===== src/rtl/tmr_pkg.sv =====
package tmr_pkg;

    localparam int unsigned N_COPIES = 3;

    typedef enum logic [1:0] {
        SEQ_IDLE = 2'd0,
        SEQ_RUN  = 2'd1,
        SEQ_DONE = 2'd2
    } seq_state_e;

    typedef enum logic [1:0] {
        TGT_CFG   = 2'd0,
        TGT_STATE = 2'd1,
        TGT_COUNT = 2'd2,
        TGT_NONE  = 2'd3
    } inj_target_e;

    // two-out-of-three majority of one bit
    function automatic logic maj_bit(input logic a, input logic b, input logic c);
        return (a & b) | (a & c) | (b & c);
    endfunction

    // high when the three copies of one bit are not all equal
    function automatic logic split_bit(input logic a, input logic b, input logic c);
        return (a ^ b) | (a ^ c);
    endfunction

endpackage


===== src/rtl/tmr_voter.sv =====
module tmr_voter #(
    parameter int unsigned W = 8
) (
    input  logic [W-1:0] c0,
    input  logic [W-1:0] c1,
    input  logic [W-1:0] c2,
    output logic [W-1:0] voted,
    output logic         mismatch
);
    logic [W-1:0] split;

    generate
        for (genvar b = 0; b < W; b++) begin : g_bit
            assign voted[b] = tmr_pkg::maj_bit(c0[b], c1[b], c2[b]);
            assign split[b] = tmr_pkg::split_bit(c0[b], c1[b], c2[b]);
        end
    endgenerate

    assign mismatch = |split;
endmodule


===== src/rtl/tmr_reg.sv =====
module tmr_reg #(
    parameter int unsigned   W       = 8,
    parameter logic [W-1:0]  RST_VAL = '0
) (
    input  logic         clk,
    input  logic         rst,
    input  logic         we,
    input  logic [W-1:0] d,
    input  logic         flip_en,
    input  logic [1:0]   flip_copy,
    input  logic [W-1:0] flip_mask,
    output logic [W-1:0] q,
    output logic         err
);
    logic [W-1:0] copies [tmr_pkg::N_COPIES];

    generate
        for (genvar k = 0; k < tmr_pkg::N_COPIES; k++) begin : g_copy
            logic [W-1:0] cq;
            always_ff @(posedge clk) begin
                if (rst)
                    cq <= RST_VAL;
                else if (we)
                    cq <= d;
                else if (flip_en && (flip_copy == 2'(k)))
                    cq <= q ^ flip_mask;
                else
                    cq <= q;
            end
            assign copies[k] = cq;
        end
    endgenerate

    tmr_voter #(.W(W)) u_voter (
        .c0       (copies[0]),
        .c1       (copies[1]),
        .c2       (copies[2]),
        .voted    (q),
        .mismatch (err)
    );

    // a write shows up next cycle with copies in agreement
    p_write_lands_r2: assert property (@(posedge clk) disable iff (rst)
        we |=> (q == $past(d)) && !err);

    // without a write the voted value never moves
    p_vote_hold_r3: assert property (@(posedge clk) disable iff (rst)
        !we |=> (q == $past(q)));

    // a real single-copy upset is flagged in the following cycle
    p_flag_raise_r4: assert property (@(posedge clk) disable iff (rst)
        (!we && flip_en && (flip_copy < 2'd3) && (|flip_mask)) |=> err);

    // a clean edge leaves all copies equal
    p_repair_r5: assert property (@(posedge clk) disable iff (rst)
        (!we && !flip_en) |=> !err);
endmodule


===== src/rtl/tmr_upset_counter.sv =====
module tmr_upset_counter #(
    parameter int unsigned W = 8
) (
    input  logic         clk,
    input  logic         rst,
    input  logic         event_in,
    output logic [W-1:0] count
);
    localparam logic [W-1:0] CNT_MAX = '1;

    always_ff @(posedge clk) begin
        if (rst)
            count <= '0;
        else if (event_in && (count != CNT_MAX))
            count <= count + W'(1);
    end

    // saturated value is held
    p_saturate_r7: assert property (@(posedge clk) disable iff (rst)
        (count == CNT_MAX) |=> (count == CNT_MAX));

    // no event, no change
    p_sticky_r8: assert property (@(posedge clk) disable iff (rst)
        !event_in |=> $stable(count));
endmodule


===== src/rtl/tmr_seq.sv =====
module tmr_seq #(
    parameter int unsigned CNT_W = 4,
    parameter int unsigned LAST  = 5
) (
    input  logic             clk,
    input  logic             rst,
    input  logic             go,
    input  logic             st_flip_en,
    input  logic             cnt_flip_en,
    input  logic [1:0]       flip_copy,
    input  logic [1:0]       st_mask,
    input  logic [CNT_W-1:0] cnt_mask,
    output logic [1:0]       state,
    output logic [CNT_W-1:0] count,
    output logic             st_err,
    output logic             cnt_err
);
    import tmr_pkg::*;

    localparam logic [CNT_W-1:0] CNT_LAST = CNT_W'(LAST);

    seq_state_e       st_v;
    seq_state_e       st_n;
    logic [CNT_W-1:0] cnt_n;
    logic             st_we;
    logic             cnt_we;

    assign st_v = seq_state_e'(state);

    always_comb begin
        st_n  = st_v;
        cnt_n = count;
        case (st_v)
            SEQ_IDLE: begin
                cnt_n = '0;
                if (go) st_n = SEQ_RUN;
            end
            SEQ_RUN: begin
                if (count == CNT_LAST) st_n = SEQ_DONE;
                else                   cnt_n = count + CNT_W'(1);
            end
            SEQ_DONE: begin
                st_n  = SEQ_IDLE;
                cnt_n = '0;
            end
            default: begin
                st_n  = SEQ_IDLE;
                cnt_n = '0;
            end
        endcase
    end

    // write only on change so idle cycles are scrub cycles
    assign st_we  = (st_n != st_v);
    assign cnt_we = (cnt_n != count);

    tmr_reg #(.W(2), .RST_VAL(2'(SEQ_IDLE))) u_state (
        .clk       (clk),
        .rst       (rst),
        .we        (st_we),
        .d         (2'(st_n)),
        .flip_en   (st_flip_en),
        .flip_copy (flip_copy),
        .flip_mask (st_mask),
        .q         (state),
        .err       (st_err)
    );

    tmr_reg #(.W(CNT_W), .RST_VAL('0)) u_count (
        .clk       (clk),
        .rst       (rst),
        .we        (cnt_we),
        .d         (cnt_n),
        .flip_en   (cnt_flip_en),
        .flip_copy (flip_copy),
        .flip_mask (cnt_mask),
        .q         (count),
        .err       (cnt_err)
    );

    // DONE lasts one cycle and returns to IDLE with a cleared count
    p_done_return_r9: assert property (@(posedge clk) disable iff (rst)
        (st_v == SEQ_DONE) |=> (st_v == SEQ_IDLE) && (count == '0));

    // RUN is not disturbed by the start input
    p_run_ignores_go_r10: assert property (@(posedge clk) disable iff (rst)
        (st_v == SEQ_RUN && count != CNT_LAST) |=> (st_v == SEQ_RUN));
endmodule


===== src/rtl/tmr_guard_top.sv =====
module tmr_guard_top #(
    parameter int unsigned        DATA_W    = 8,
    parameter logic [DATA_W-1:0]  CFG_RST   = 8'hA5,
    parameter int unsigned        SEQ_CNT_W = 4,
    parameter int unsigned        SEQ_LAST  = 5,
    parameter int unsigned        ERR_CNT_W = 8
) (
    input  logic                 clk,
    input  logic                 rst,
    input  logic                 cfg_we,
    input  logic [DATA_W-1:0]    cfg_din,
    input  logic                 seq_go,
    input  logic                 inj_en,
    input  logic [1:0]           inj_target,
    input  logic [1:0]           inj_copy,
    input  logic [DATA_W-1:0]    inj_mask,
    output logic [DATA_W-1:0]    cfg_dout,
    output logic [1:0]           seq_state,
    output logic [SEQ_CNT_W-1:0] seq_count,
    output logic [2:0]           upset_flags,
    output logic [ERR_CNT_W-1:0] upset_count
);
    import tmr_pkg::*;

    localparam int unsigned N_CELLS = 3;

    logic [N_CELLS-1:0] hit;
    logic               cfg_err;
    logic               st_err;
    logic               cnt_err;

    generate
        for (genvar t = 0; t < N_CELLS; t++) begin : g_sel
            assign hit[t] = inj_en && (inj_target == 2'(t));
        end
    endgenerate

    tmr_reg #(.W(DATA_W), .RST_VAL(CFG_RST)) u_cfg (
        .clk       (clk),
        .rst       (rst),
        .we        (cfg_we),
        .d         (cfg_din),
        .flip_en   (hit[TGT_CFG]),
        .flip_copy (inj_copy),
        .flip_mask (inj_mask),
        .q         (cfg_dout),
        .err       (cfg_err)
    );

    tmr_seq #(.CNT_W(SEQ_CNT_W), .LAST(SEQ_LAST)) u_seq (
        .clk         (clk),
        .rst         (rst),
        .go          (seq_go),
        .st_flip_en  (hit[TGT_STATE]),
        .cnt_flip_en (hit[TGT_COUNT]),
        .flip_copy   (inj_copy),
        .st_mask     (inj_mask[1:0]),
        .cnt_mask    (inj_mask[SEQ_CNT_W-1:0]),
        .state       (seq_state),
        .count       (seq_count),
        .st_err      (st_err),
        .cnt_err     (cnt_err)
    );

    assign upset_flags = {cnt_err, st_err, cfg_err};

    tmr_upset_counter #(.W(ERR_CNT_W)) u_tally (
        .clk      (clk),
        .rst      (rst),
        .event_in (|upset_flags),
        .count    (upset_count)
    );

    // a state upset in IDLE does not start the sequence
    p_idle_upset_r11: assert property (@(posedge clk) disable iff (rst)
        (seq_state == 2'd0 && !seq_go) |=> (seq_state == 2'd0));
endmodule


===== config.mk =====
export PLATFORM = sky130hd
export DESIGN_NAME = tmr_guard_top
export DESIGN_NICKNAME = d
export VERILOG_FILES = /design/src/rtl/tmr_pkg.sv /design/src/rtl/tmr_voter.sv /design/src/rtl/tmr_reg.sv /design/src/rtl/tmr_upset_counter.sv /design/src/rtl/tmr_seq.sv /design/src/rtl/tmr_guard_top.sv
export SDC_FILE = /design/constraint.sdc
export NUM_CORES = 1
export LEC_CHECK = 0
export BUFFER_PORTS_ARGS = -buffer_cell sky130_fd_sc_hd__buf_2
export CORE_MARGIN = 3
export CORE_UTILIZATION = 50
export DETAILED_ROUTE_END_ITERATION = 8
export GPL_ROUTABILITY_DRIVEN = 0
export PLACE_DENSITY_LB_ADDON = 0.05
export SYNTH_ARGS = -nofsm -noshare
export SYNTH_HDL_FRONTEND = slang
export SYNTH_HIERARCHICAL = 1
export SYNTH_SLANG_ARGS = --single-unit
export TNS_END_PERCENT = 20

===== constraint.sdc =====
create_clock -name clk -period 3.6 [get_ports clk]
set_input_delay 0.18 -clock clk [delete_from_list [all_inputs] [get_ports clk]]
set_output_delay 0.18 -clock clk [all_outputs]
set_load 0.03 [all_outputs]

---- Word-level counts from Yosys, hierarchy flattened ----
Index checks and enable logic that the tools add are counted.
storage, ports and cells
  register bits ........................... 50
  output and inout bits ................... 25
  input port bits ......................... 25
cells by class
  bitwise logic cells ..................... 115
  multiplexer cells ....................... 23
  eq/ne operators ......................... 9
  add/subtract/negate cells ............... 2
  reduce and logical (&&, ||, !) cells .... 20
operator list
  operator               number
  $mux W8                6
  $and A1 B1 Y1          42
  $or A1 B1 Y1           42
  $mux W4                8
  $xor A1 B1 Y1          28
  $mux W2                8
  $reduce_or A14 Y1      1
  $logic_and A1 B1 Y1    13
  $add A8 B1 Y8 const B  1
  $ne A8 B8 Y1 const B   1
  $reduce_or A8 Y1       1
  $xor A8 B8 Y8          1
  $eq A2 B1 Y1 const B   3
  $logic_not A2 Y1       3
  $add A4 B1 Y4 const B  1
  $eq A2 B2 Y1 const B   2
  $eq A4 B3 Y1 const B   1
  $ne A4 B4 Y1           1
  $pmux W2 S2            1
  $reduce_or A4 Y1       1
  $xor A4 B4 Y4          1
  $ne A2 B2 Y1           1
  $reduce_or A2 Y1       1
  $xor A2 B2 Y2          1

---- Longest topological paths before layout ----
  depth after elaboration ................. 8
  depth in mapped cells ................... 10
  gate-level depth less buffers ........... 9

---- By module ----
The synthesis kept the hierarchy.
modules (own cells, without submodules)
  module                             sequential area each (µm²)  instances  cells an instance  area an instance (µm²)
  tmr_reg (u_cfg)                    480.5                       1          117                1211.2
  tmr_reg (u_seq.u_count)            240.2                       1          61                 635.6
  tmr_upset_counter                  160.2                       1          46                 430.4
  tmr_voter (u_cfg.u_voter)          0.0                         1          29                 301.5
  tmr_reg (u_seq.u_state)            120.1                       1          29                 299.0
  tmr_seq                            0.0                         1          28                 216.5
  tmr_voter (u_seq.u_count.u_voter)  0.0                         1          15                 151.4
  tmr_voter (u_seq.u_state.u_voter)  0.0                         1          7                  75.1
  tmr_guard_top                      0.0                         1          7                  53.8

---- Worst setup path before layout ----
Ideal clock, no wire load.
  kind .................................... register to register
  start ................................... register u_seq.u_count.g_copy[0].cq[0]
  end ..................................... register u_seq.u_state.g_copy[0].cq[0]
  cell stages (with the launch flop) ...... 10
  required time ........................... 3.542 ns
  clock period less this slack ............ 2.421 ns
  buffers on the path ..................... 2
  slack ................................... 1.179 ns
  data arrival time ....................... 2.363 ns
  cell sequence ........................... dfxtp_1 > ha_1 > a211o_1 > ha_1 > and3b_1 > buf_2 > a211o_1 > clkbuf_1 > a21oi_1 > o21a_1
between the ends
  cells in the longest elaborated chain, start to end .. 8
ends and longest elaborated chain
  element                         RTL line             text
  start, declared                 tmr_reg.sv:19        logic [W-1:0] cq;
  start signal, assigned          tmr_reg.sv:26        cq <= q ^ flip_mask;
  start signal, assigned          tmr_reg.sv:28        cq <= q;
  $and A1 B1 Y1                   tmr_pkg.sv:20        return (a & b) | (a & c) | (b & c);
  $or A1 B1 Y1 (*) (2 in series)  tmr_pkg.sv:20
  named net seq_count[0]          tmr_guard_top.sv:19  output logic [SEQ_CNT_W-1:0] seq_count,
  $eq A4 B3 Y1 (*)                tmr_seq.sv:39        if (count == CNT_LAST) st_n = SEQ_DONE;
  $mux W2 (*)                     tmr_seq.sv:39
  $pmux W2 S2 (*)                 tmr_seq.sv:33        case (st_v)
  $ne A2 B2 Y1 (*)                tmr_seq.sv:54        assign st_we = (st_n != st_v);
  named net u_seq.st_we           tmr_seq.sv:25        logic st_we;
  $mux W2 (*)                     tmr_reg.sv:23        else if (we)
  end signal, assigned            tmr_reg.sv:26
  end signal, assigned            tmr_reg.sv:28
  end, declared                   tmr_reg.sv:19
Mark *: on every way through the listed nets, which the timed path passes. The rest lies on a longest branch.
A chain may end at the register's enable or synchronous reset.

---- Worst setup path after layout ----
  start ................................... register u_seq.u_count.g_copy[0].cq[0]
  end ..................................... register u_seq.u_count.g_copy[1].cq[2]
between the ends
  cells in the longest elaborated chain, start to end .. 8
ends and longest elaborated chain
  element                                               RTL line                      text
  $and A1 B1 Y1                                         tmr_pkg.sv:20
  $or A1 B1 Y1 (*) (2 in series)                        tmr_pkg.sv:20
  $add A4 B1 Y4 / $eq A4 B3 Y1 (equally long branches)  tmr_seq.sv:40, tmr_seq.sv:39
  $mux W4                                               tmr_seq.sv:39
  $mux W4                                               tmr_seq.sv:33
  $ne A4 B4 Y1 (*)                                      tmr_seq.sv:55                 assign cnt_we = (cnt_n != count);
  named net u_seq.cnt_we                                tmr_seq.sv:26                 logic cnt_we;
  $mux W4 (*)                                           tmr_reg.sv:23
  end signal, assigned                                  tmr_reg.sv:26
  end signal, assigned                                  tmr_reg.sv:28
  end, declared                                         tmr_reg.sv:19
Marks and branches as above.

==> impl_metrics.csv <==
group,metric,value,unit
timing,min_period_over_period,0.817,
drt,wl_per_cell,15.5,µm
finish,diodes,0,
place,dp_cells,443,
critical_path,path_cells,"ha_1 > a211o_1 > ha_1 > and3b_1 > mux2i_1 > a21oi_1 > o21a_1",
timing,tightest_slew,1190,ps
logic_synthesis,yosys_warnings,6,
cts,ctsHoldBuffers,0,
drt,vias_per_cell,5.99,
cts,post_cts_buffers,0,
cts,cts.path.max_buffers,2,
grt,use_met2,0.289,
timing,final-hold-violation-count,0,
critical_path,endpoint_kind,"register",
logic_synthesis,synth_edf_count,0,
timing,max_freq,0.340,GHz
grt,grt_overflow,0,
critical_path,worstSetupStartpoint,"u_seq/u_count/g_copy[0].cq[0]",
logic_synthesis,syn_area,3370,µm²
cts,path_clk_slew,100,ps
logic_synthesis,async_flop_share,0,
drt,ant_nets,0,
floorplanning,die_h,88.2,µm
drt,via_count,2700,
cts,numCtsBuffers,5,
grt,grt_pass1_vias,2413,
grt,track_usage,0.188,
logic_synthesis,syn-num-nets,395,
finish,register_area,1000,µm²
logic_synthesis,synthDistinctLibCells,53,
cts,cts_resized,0,
floorplanning,fp.dieW,88.2,µm
grt,antenna_found_initial,0,
place,port-buffer-count,49,
finish,syn_to_final_growth,7.90,%
cts,clock_latency,300,ps
run,cap_violations,0,
pwr,leakagePower,1.66,nW
timing,setup_violations,0,
logic_synthesis,syn_inst,339,
drt,drcViolationCount,0,
critical_path,worstReg2RegStart,"u_seq/u_count/g_copy[0].cq[0]",
critical_path,cp_slowest_cell,"mux2i_1",
finish,multiInputGateArea,2160,µm²
logic_synthesis,synth-seq-area-share,0.297,
cts,clock-root-buffer,"clkbuf_8",
drt,dr.pass1.iters,4,
grt,use_met3,0.0320,
floorplanning,rows,29,
drt,drt_iter0_drc,70,
finish,fillers,614,
critical_path,timing.critical_path.buf_inv,0,
cts,cts_sinks,50,
timing,finalWorstSetupSlack,659,ps
critical_path,worstPathMaxFanout,16,
finish,drive_gt1_frac,0.206,
logic_synthesis,synth_ff_type,"dfxtp_1",
cts,cts_tree,"yes",
status,status,"finished clean",
drt,wirelength,7010,µm
grt,use_met1,0.274,
place,pre_cts_ws,714,ps
grt,grt_pass1_wl,11500,µm
floorplanning,design.portCount,50,
finish,layoutNonFillerInstCount,451,
place,dp.final_hpwl,5080,µm
critical_path,path_class,"register to register",
min_path,holdCritPathClass,"input pin to register",
critical_path,crit_arrival,3140,ps
critical_path,worstPathRequired,3800,ps
timing,skew,8.67,ps
floorplanning,die-area,7770,µm²
pwr,peakVddDrop,177,µV
timing,tns,0,ps
logic_synthesis,avgSynthCellArea,9.95,µm²
floorplanning,core,6460,µm²
timing,rsz0062_at_grt,"false",
logic_synthesis,synth_top_cell_by_area,"dfxtp_1",
min_path,hold_start,"inj_mask[7]",
logic_synthesis,synth-seq-cells,50,
critical_path,cp_common_cell,"ha_1",
logic_synthesis,synth.area.top_cells,"dfxtp_1 (30%), ha_1 (11%), nand4b_1 (6.2%), a211o_1 (6.0%), o21a_1 (4.0%)",
grt,grt-busiest-layer,"met2",
logic_synthesis,synth_top_area_share,0.297,
cts,htree_levels,2,
timing,finalCriticalPeriod,2940,ps
critical_path,start_kind,"register",
floorplanning,initial_core_util,0.522,
pwr,powerDensity,400,nW/µm²
critical_path,cp_top_family,"multiplexers",
timing,final_max_slew_viol_count,0,
grt,grt_max_degree,41,
critical_path,critPathMaxStageDelay,910,ps
timing,slew_headroom,0.181,
finish,num-nets-final,429,
==> logic make-up (layout without fill, tap and decap cells) <==
| family | count (synthesis) | in the layout | synth area share |
|---|---|---|---|
| adders and majority gates | 31 | 31 | 0.115 |
| muxes | 6 | 6 | 0.0193 |
| DFF | 50 | 50 | 0.297 |
| xor gates and xnor gates | 18 | 18 | 0.0467 |
| and+or+nand+nor | 104 | 104 | 0.237 |
| AOI/OAI and AO/OA | 96 | 96 | 0.223 |
| buffers and inverters | 34 | 69 | 0.0630 |
==> placed cells by master (no fill, tap or decap), drive strengths merged, types with 7 or more instances in the layout <==
cell type,synthesis,routed
xnor2,12,12
and3,13,13
buf,19,49
o21a,18,18
a21oi,27,27
nor3b,10,10
nand4b,24,24
ha,31,31
dfxtp,50,50
nor4,7,7
a311oi,13,13
inv,12,13
a211o,27,27
==> report_power, final <==
group	internal [mW]	leakage, nW	switching [mW]
Sequential	0.612	0.412	0.0336
Combinational	0.188	1.21	0.289
Clock	0.139	0.0408	0.195
==> path summary, 6_finish.rpt <==
path              slack, ps                             to  cells past startpoint
hold / removal          140          u_cfg/g_copy[1].cq[7]                      2
setup reg to reg        660  u_seq/u_count/g_copy[1].cq[2]                      7
hold reg to reg         520               u_tally/count[1]                      2
setup / recovery        660  u_seq/u_count/g_copy[1].cq[2]                      7
==> per-stage QoR <==
step / util / hold WS [ps] / instance area, µm² / power, mW
3_5_place_dp: 0.549 / 456 / 3550 / 1.13
3_3_place_gp: 0.549 / 449 / 3550 / 1.12
4_1_cts: 0.564 / 118 / 3640 / 1.47
5_1_grt: 0.564 / 138 / 3640 / 1.55
6_report: 0.564 / 136 / 3640 / 1.46
2_1_floorplan: - / 252 / 3370 / 1.03
==> state kept, by name, indices dropped and copies added, names as in the netlist <==
register                 flops
u_cfg/g_copy.cq             24
u_seq/u_count/g_copy.cq     12
u_tally/count                8
u_seq/u_state/g_copy.cq      6
==> layout make-up <==
class	instances	area share
multi-input cells	255	0.593
flip-flops and latches	50	0.275
repair buffers	49	0.0674
well taps	77	0.0265
clock buffers	5	0.0189
inverters	12	0.0124
clock inverters	3	0.00653
==> layer usage <==
layer  routed length, µm  vias up  share of wire
li1                    -     1383              -
met1                3770     1255           0.54
met2                2970       58           0.42
met3                 229        4          0.033
met4                  46        0         0.0066
met5                   0        -              0
==> synth_stat cells, types with 6 or more instances <==
library cell	instances
inv_1	12
o21a_1	18
xor2_1	6
nor3b_1	9
a211o_1	23
xnor2_1	12
a311oi_1	10
dfxtp_1	50
a21oi_1	23
buf_6	8
nand2_1	6
nor4_1	7
ha_1	31
and3_1	12
nand4b_1	24
(Power assumes the default switching activity.)
